## config.mk

```make
export PLATFORM = sky130hd
export DESIGN_NAME = ring_ptr_mgr
export DESIGN_NICKNAME = d
export VERILOG_FILES = /design/src/rtl/ring_ptr_pkg.sv /design/src/rtl/ring_ptr_ctrl.sv /design/src/rtl/ring_ptr_dpath.sv /design/src/rtl/ring_ptr_mgr.sv
export SDC_FILE = /design/constraint.sdc
export NUM_CORES = 1
export LEC_CHECK = 0
export ABC_CLOCK_PERIOD_IN_PS = 8400
export BUFFER_PORTS_ARGS = -buffer_cell sky130_fd_sc_hd__buf_2
export CAP_MARGIN = 20
export CORE_UTILIZATION = 40
export CTS_BUF_LIST = sky130_fd_sc_hd__clkbuf_8
export DETAILED_ROUTE_END_ITERATION = 8
export HOLD_SLACK_MARGIN = 0.15
export SYNTH_ARGS = -nofsm -noshare
export SYNTH_HDL_FRONTEND = slang
export SYNTH_SLANG_ARGS = --single-unit
```

## constraint.sdc

```tcl
create_clock -name clk -period 8.4 [get_ports clk]
set_input_delay 1.68 -clock clk [delete_from_list [all_inputs] [get_ports clk]]
set_output_delay 1.68 -clock clk [all_outputs]
set_load 0.05 [all_outputs]
```

## src/rtl/ring_ptr_pkg.sv

```systemverilog
package ring_ptr_pkg;

  localparam int REG_AW = 3;

  localparam logic [REG_AW-1:0] REG_BASE = 3'd0;
  localparam logic [REG_AW-1:0] REG_SIZE = 3'd1;
  localparam logic [REG_AW-1:0] REG_HEAD = 3'd2;
  localparam logic [REG_AW-1:0] REG_TAIL = 3'd3;
  localparam logic [REG_AW-1:0] REG_STAT = 3'd4;

  localparam int STAT_AVAIL_LSB = 16;

  typedef enum logic [2:0] {
    ST_IDLE,
    ST_FETCH,
    ST_SERVICE,
    ST_WRBACK,
    ST_UPDATE
  } ringState_e;

  // strobes from control to datapath
  typedef struct packed {
    logic busy;
    logic headInc;
  } ctlStrobe_t;

endpackage

```

## src/rtl/ring_ptr_ctrl.sv

```systemverilog
module ring_ptr_ctrl
  import ring_ptr_pkg::*;
(
  input  logic       clk,
  input  logic       rst_n,
  input  logic       ringNotEmpty,
  input  logic       fetchReady,
  input  logic       svcDone,
  input  logic       wbReady,
  output logic       fetchValid,
  output logic       wbValid,
  output logic       irq,
  output ctlStrobe_t ctl
);

  ringState_e stateQ, stateD;
  logic       irqQ;

  always_comb begin
    stateD = stateQ;
    unique case (stateQ)
      ST_IDLE:    if (ringNotEmpty) stateD = ST_FETCH;
      ST_FETCH:   if (fetchReady)   stateD = ST_SERVICE;
      ST_SERVICE: if (svcDone)      stateD = ST_WRBACK;
      ST_WRBACK:  if (wbReady)      stateD = ST_UPDATE;
      ST_UPDATE:                    stateD = ST_IDLE;
      default:                      stateD = ST_IDLE;
    endcase
  end

  always_ff @(posedge clk) begin
    if (!rst_n) begin
      stateQ <= ST_IDLE;
      irqQ   <= 1'b0;
    end else begin
      stateQ <= stateD;
      // interrupt is registered so it lands with the head update
      irqQ   <= (stateQ == ST_UPDATE);
    end
  end

  assign fetchValid  = (stateQ == ST_FETCH);
  assign wbValid     = (stateQ == ST_WRBACK);
  assign irq         = irqQ;
  assign ctl.busy    = (stateQ != ST_IDLE);
  assign ctl.headInc = (stateQ == ST_UPDATE);

endmodule

```

## src/rtl/ring_ptr_dpath.sv

```systemverilog
module ring_ptr_dpath
  import ring_ptr_pkg::*;
#(
  parameter int ADDR_W     = 32,
  parameter int DATA_W     = 32,
  parameter int IDX_W      = 8,
  parameter int RESET_SIZE = 16,
  parameter int DESC_BYTES = 16,
  parameter int DD_OFFSET  = 12
) (
  input  logic              clk,
  input  logic              rst_n,
  input  logic              regWe,
  input  logic [REG_AW-1:0] regAddr,
  input  logic [DATA_W-1:0] regWdata,
  output logic [DATA_W-1:0] regRdata,
  input  ctlStrobe_t        ctl,
  output logic              ringNotEmpty,
  output logic [ADDR_W-1:0] fetchAddr,
  output logic [ADDR_W-1:0] wbAddr,
  output logic [IDX_W-1:0]  headIdx,
  output logic [IDX_W-1:0]  tailIdx,
  output logic [IDX_W-1:0]  sizeVal,
  output logic [IDX_W-1:0]  availCnt
);

  localparam int STRIDE_SH = $clog2(DESC_BYTES);
  localparam logic [DATA_W-1:0] SIZE_MIN = DATA_W'(2);
  localparam logic [DATA_W-1:0] SIZE_LIM = DATA_W'(1) << IDX_W;

  logic [ADDR_W-1:0] baseQ;
  logic [IDX_W-1:0]  sizeQ, headQ, tailQ;
  logic              errQ;

  // distance from b forward to a on a ring of sz slots
  function automatic logic [IDX_W-1:0] ringDist(
    input logic [IDX_W-1:0] a,
    input logic [IDX_W-1:0] b,
    input logic [IDX_W-1:0] sz
  );
    logic [IDX_W:0] t;
    if (a >= b) t = {1'b0, a} - {1'b0, b};
    else        t = {1'b0, a} + {1'b0, sz} - {1'b0, b};
    return t[IDX_W-1:0];
  endfunction

  logic [IDX_W-1:0] advanceCnt;
  logic [IDX_W:0]   projCnt;
  logic             tailInRange, tailOk, cfgOpen, sizeOk;
  logic             wrBase, wrSize, wrTail, wrStat;
  logic [IDX_W-1:0] headNext;

  assign availCnt     = ringDist(tailQ, headQ, sizeQ);
  assign ringNotEmpty = (headQ != tailQ);

  assign wrBase = regWe && (regAddr == REG_BASE);
  assign wrSize = regWe && (regAddr == REG_SIZE);
  assign wrTail = regWe && (regAddr == REG_TAIL);
  assign wrStat = regWe && (regAddr == REG_STAT);

  // tail admission: in range and no overrun of the head
  assign tailInRange = regWdata < DATA_W'(sizeQ);
  assign advanceCnt  = ringDist(regWdata[IDX_W-1:0], tailQ, sizeQ);
  assign projCnt     = {1'b0, availCnt} + {1'b0, advanceCnt};
  assign tailOk      = tailInRange && (projCnt < {1'b0, sizeQ});

  // geometry may only change on a quiet ring
  assign cfgOpen = !ctl.busy && !ringNotEmpty;
  assign sizeOk  = (regWdata >= SIZE_MIN) && (regWdata < SIZE_LIM);

  assign headNext = (headQ == sizeQ - 1'b1) ? '0 : headQ + 1'b1;

  always_ff @(posedge clk) begin
    if (!rst_n) begin
      baseQ <= '0;
      sizeQ <= IDX_W'(RESET_SIZE);
      headQ <= '0;
      tailQ <= '0;
      errQ  <= 1'b0;
    end else begin
      if (wrBase && cfgOpen) baseQ <= regWdata[ADDR_W-1:0];
      if (wrSize && cfgOpen && sizeOk) begin
        sizeQ <= regWdata[IDX_W-1:0];
        headQ <= '0;
        tailQ <= '0;
      end else begin
        if (ctl.headInc) headQ <= headNext;
        if (wrTail && tailOk) tailQ <= regWdata[IDX_W-1:0];
      end
      if (wrTail && !tailOk)         errQ <= 1'b1;
      else if (wrStat && regWdata[0]) errQ <= 1'b0;
    end
  end

  // descriptor addressing; one descriptor in flight, always at head
  logic [ADDR_W-1:0] descAddr;
  assign descAddr  = baseQ + (ADDR_W'(headQ) << STRIDE_SH);
  assign fetchAddr = descAddr;
  assign wbAddr    = descAddr + ADDR_W'(DD_OFFSET);

  logic [DATA_W-1:0] statWord;
  always_comb begin
    statWord = '0;
    statWord[0] = errQ;
    statWord[STAT_AVAIL_LSB +: IDX_W] = availCnt;
  end

  always_comb begin
    unique case (regAddr)
      REG_BASE: regRdata = DATA_W'(baseQ);
      REG_SIZE: regRdata = DATA_W'(sizeQ);
      REG_HEAD: regRdata = DATA_W'(headQ);
      REG_TAIL: regRdata = DATA_W'(tailQ);
      REG_STAT: regRdata = statWord;
      default:  regRdata = '0;
    endcase
  end

  assign headIdx = headQ;
  assign tailIdx = tailQ;
  assign sizeVal = sizeQ;

endmodule

```

## src/rtl/ring_ptr_mgr.sv

```systemverilog
module ring_ptr_mgr
  import ring_ptr_pkg::*;
#(
  parameter int ADDR_W     = 32,
  parameter int IDX_W      = 8,
  parameter int RESET_SIZE = 16,
  parameter int DESC_BYTES = 16,
  parameter int DD_OFFSET  = 12
) (
  input  logic              clk,
  input  logic              rst_n,
  input  logic              regWe,
  input  logic [2:0]        regAddr,
  input  logic [31:0]       regWdata,
  output logic [31:0]       regRdata,
  output logic              fetchValid,
  input  logic              fetchReady,
  output logic [ADDR_W-1:0] fetchAddr,
  input  logic              svcDone,
  output logic              wbValid,
  input  logic              wbReady,
  output logic [ADDR_W-1:0] wbAddr,
  output logic              irq
);

  ctlStrobe_t       ctl;
  logic             ringNotEmpty;
  logic [IDX_W-1:0] headIdx, tailIdx, sizeVal, availCnt;

  ring_ptr_ctrl u_ctrl (
    .clk          (clk),
    .rst_n        (rst_n),
    .ringNotEmpty (ringNotEmpty),
    .fetchReady   (fetchReady),
    .svcDone      (svcDone),
    .wbReady      (wbReady),
    .fetchValid   (fetchValid),
    .wbValid      (wbValid),
    .irq          (irq),
    .ctl          (ctl)
  );

  ring_ptr_dpath #(
    .ADDR_W     (ADDR_W),
    .DATA_W     (32),
    .IDX_W      (IDX_W),
    .RESET_SIZE (RESET_SIZE),
    .DESC_BYTES (DESC_BYTES),
    .DD_OFFSET  (DD_OFFSET)
  ) u_dpath (
    .clk          (clk),
    .rst_n        (rst_n),
    .regWe        (regWe),
    .regAddr      (regAddr),
    .regWdata     (regWdata),
    .regRdata     (regRdata),
    .ctl          (ctl),
    .ringNotEmpty (ringNotEmpty),
    .fetchAddr    (fetchAddr),
    .wbAddr       (wbAddr),
    .headIdx      (headIdx),
    .tailIdx      (tailIdx),
    .sizeVal      (sizeVal),
    .availCnt     (availCnt)
  );

endmodule

```

==> results by group <==
Logic synthesis
  • Commonest cells post-synth: 139 x nand2_1, 87 x inv_1, 64 x ha_1
  • Syn_nets: between 1000 and 1500
  • Area leader, netlist: dfxtp_1
  • Sequential share of the synthesized area: 0.168
  • Netlist cell types: 69
  • Syn Area/Cell: 7.60 um2
  • Count leader, synth: nand2_1
  • Synth warn: 0
  • Async SR Flop Fraction: 0
  • Post-synth top area share: 0.168
  • FF+latch count, synth: 61
  • Post-Synthesis Cells: 954
  • Post-Syn Area: 7250 um2
  • Synth Flop Type: dfxtp_1
  • Top post-synthesis cells by area: dfxtp_1 17%, ha_1 11%, nand2_1 7.2%, xnor2_1 6.9%, fa_1 5.0%
  • Post-synth EDFFs: 0

Drt
  • Vias: 7022
  • Post-Route WL: 22700 um
  • 1st-iter DRT viols: 500
  • Avg Vias per Cell: 5.44
  • Post-route ant nets: 0
  • Routed WL per cell: 17.6 um
  • DRC: 0
  • First-pass DRT Iterations: 7

GRT
  • First-pass GRT wire length: 35200 um
  • Gr usage total: 0.250
  • Grt ovf: 0
  • Vias in the first global route: 6391
  • Largest net degree at the start of global routing: 47
  • Initial antenna violation count: 0

Setup path
  • R2r worst-path depth: 24
  • CP Max Fanout: 16
  • R2R Path Start: u_dpath.headIdx[0]$_SDFFE_PP0P_
  • Reg-to-reg slack, setup: 2.11 ns
  • Critical path launch point type: input port
  • CP Class: in2reg
  • Crit. End Element: register
  • Arrival time worst endpoint: 7.09 ns
  • WP data required: 8.69 ns
  • R2r endpoint: u_dpath.tailIdx[4]$_SDFFE_PP0P_

Hold path
  • Cells on Worst Hold Path: 2
  • Min-Delay Startpoint: u_dpath.baseQ[30]$_SDFFE_PN0P_
  • HP Class: reg2reg
  • Hold endpoint: u_dpath.baseQ[30]$_SDFFE_PN0P_

Job
  • Max Cap Viol: 0

STA
  • Worst Tran Pin Value: 0.858 ns
  • Worst Slack Setup Final: 1.60 ns
  • Setup TNS: 0 ns
  • Clock Skew: 0.0106 ns
  • Minimum clock period: 6.80 ns
  • RSZ-0062 raised after global routing: false
  • Slew Viols, Final: 0
  • Period utilization: 0.809
  • Hold Vio Cnt, Final: 0
  • Final setup viols: 0
  • FMAX: roughly 0.15 GHz
  • Slew headroom: 0.423

Place
  • HPWL after DPL: between 15000 and 20000 um
  • Gpl congestion: about 0.94
  • Inst Count DP: 1275
  • Number of port buffers: 139
  • Dpl ws: 1.27 ns

Clock tree
  • CTS Buffer Depth: 2
  • CTS tree: done
  • Worst-skew pair later-pin latency: 0.37 ns
  • Clock sinks: 61
  • CTS buffer count: 9
  • Clock Pin Slew Worst Setup and Hold Paths: 0.08 ns
  • Cts repair resizes: 0
  • Cts hold-fix bufs: 0
  • H-tree levels: 3
  • Post-CTS setup buffer count: 0
  • Clock Root Buffer: clkbuf_8

Floorplanning
  • Die W: about 140 um
  • CORE AREA: 17500 um2
  • Initial Util: 0.415
  • DIE AREA: 18700 um2
  • Die Y: between 100 and 150 um
  • Ports: 140
  • # rows: 48

Layout
  • Area Overhead vs Synth: 13.5%
  • Multi-input logic area: around 5500 um2
  • Register Area: between 1000 and 1500 um2
  • Nets@finish: 1184
  • Layout cells sized above 1: 0.175
  • Diode count: 0
  • Final Non-Filler Cells: 1291
  • Fill count: 1771

Power
  • Leakage: 3.75 nW
  • Power Density: 86.7 nW/um2
  • Final Power: 713 uW
  • Peak VDD IR: 83.8 uV

Outcome
  • Status: finished, final reports clean
==> metrics by stage <==
stage	hold slack, ns	util	cell area [um2]
floorplan	0.435	-	7250
global placement	0.455	0.460	8040
detailed placement	0.464	0.460	8040
CTS	0.476	0.471	8230
global route	0.496	0.471	8230
finish	0.475	0.471	8230
==> per-layer routing <==
layer	track usage	wire [um]
met5	0	0
met4	0.0611	369
met3	0.0500	1700
met2	0.366	9540
met1	0.369	11100
==> worst max-delay path, cell delays in order <==
cell and delay [ns]:
buf_2 0.15, inv_1 0.07, ha_1 0.16, inv_1 0.05
fa_1 0.39, a21o_1 0.20, a21oi_1 0.22, o21bai_1 0.09
a21oi_1 0.22, o21a_1 0.15, o21ai_1 0.06, buf_4 0.19
nand2_1 0.09, o21ai_0 0.10, ha_1 0.30, a21o_1 0.18
a21oi_1 0.21, o21ai_0 0.11, a21oi_1 0.24, o21ai_0 0.11
a21oi_1 0.19, xnor2_1 0.09, ha_1 0.17, nor3_1 0.14
o2111ai_1 0.15, or4b_2 0.64, a21oi_2 0.48, mux2i_1 0.27
==> registers in the layout, summed over array words and instances (netlist names) <==
| name | flops |
|---|---|
| u_ctrl.irq | 1 |
| u_ctrl.stateQ | 3 |
| u_dpath.baseQ | 32 |
| u_dpath.errQ | 1 |
| u_dpath.headIdx | 8 |
| u_dpath.sizeVal | 8 |
| u_dpath.tailIdx | 8 |
==> placed cells by master (no fill, tap or decap), types with 4 or more instances in the layout <==
master | Yosys | routed
nor4_1 | 12 | 12
and3_1 | 26 | 26
xor2_1 | 36 | 36
nand2b_1 | 8 | 8
fa_1 | 18 | 18
mux2i_1 | 22 | 22
and2_1 | 17 | 17
clkbuf_8 | 0 | 10
o21ai_1 | 4 | 4
a21oi_1 | 36 | 36
o2111ai_1 | 5 | 5
nor2_1 | 53 | 53
a211o_1 | 4 | 4
buf_4 | 6 | 6
or3_1 | 4 | 4
ha_1 | 64 | 64
nor3b_1 | 4 | 4
dfxtp_1 | 61 | 61
clkinvlp_4 | 0 | 4
o21ai_0 | 35 | 35
nand3_1 | 27 | 27
inv_1 | 87 | 87
mux4_2 | 8 | 8
nor2b_1 | 13 | 13
a21o_1 | 16 | 16
xnor2_1 | 57 | 57
nand4_1 | 18 | 18
buf_2 | 6 | 139
o21a_1 | 7 | 7
a21boi_0 | 36 | 36
o211ai_1 | 7 | 7
nor3_1 | 30 | 30
nand2_1 | 139 | 139
or2_2 | 4 | 4
==> cells by family (layout without fill, tap and decap cells) <==
family / count (synthesis) / in the layout / share of synthesized area
buffers and inverters: 136 / 248 / 0.0766
xor gates and xnor gates: 93 / 93 / 0.112
adders and majority gates: 82 / 82 / 0.160
DFF: 61 / 61 / 0.168
muxes: 33 / 33 / 0.0599
AOI/OAI and AO/OA: 178 / 178 / 0.171
and+or+nand+nor: 371 / 371 / 0.251
==> layout make-up <==
type / instances / area share
Multi-Input combinational cell: 757 / 0.665
Sequential cell: 61 / 0.148
Timing Repair Buffer: 145 / 0.0900
Inverter: 87 / 0.0397
Tap cell: 225 / 0.0342
Clock buffer: 10 / 0.0167
Clock inverter: 6 / 0.00578
==> how the worst max path moves through the flow <==
stage | endpoint | startpoint
6_report | u_dpath.tailIdx[4]$_SDFFE_PP0P_ | regWdata[0]
5_1_grt | u_dpath.tailIdx[3]$_SDFFE_PP0P_ | regWdata[0]
4_1_cts | u_dpath.tailIdx[4]$_SDFFE_PP0P_ | regWdata[0]
3_5_place_dp | u_dpath.tailIdx[4]$_SDFFE_PP0P_ | regWdata[0]
3_3_place_gp | u_dpath.tailIdx[3]$_SDFFE_PP0P_ | regWdata[0]
2_1_floorplan | u_dpath.tailIdx[0]$_SDFFE_PP0P_ | regWdata[0]
==> power by group <==
group	internal (mW)	switching [mW]	total (mW)
clock	0.116	0.135	0.251
sequential	0.292	0.00571	0.298
combinational	0.0595	0.105	0.164
Power figures use the tool's default switching activity.
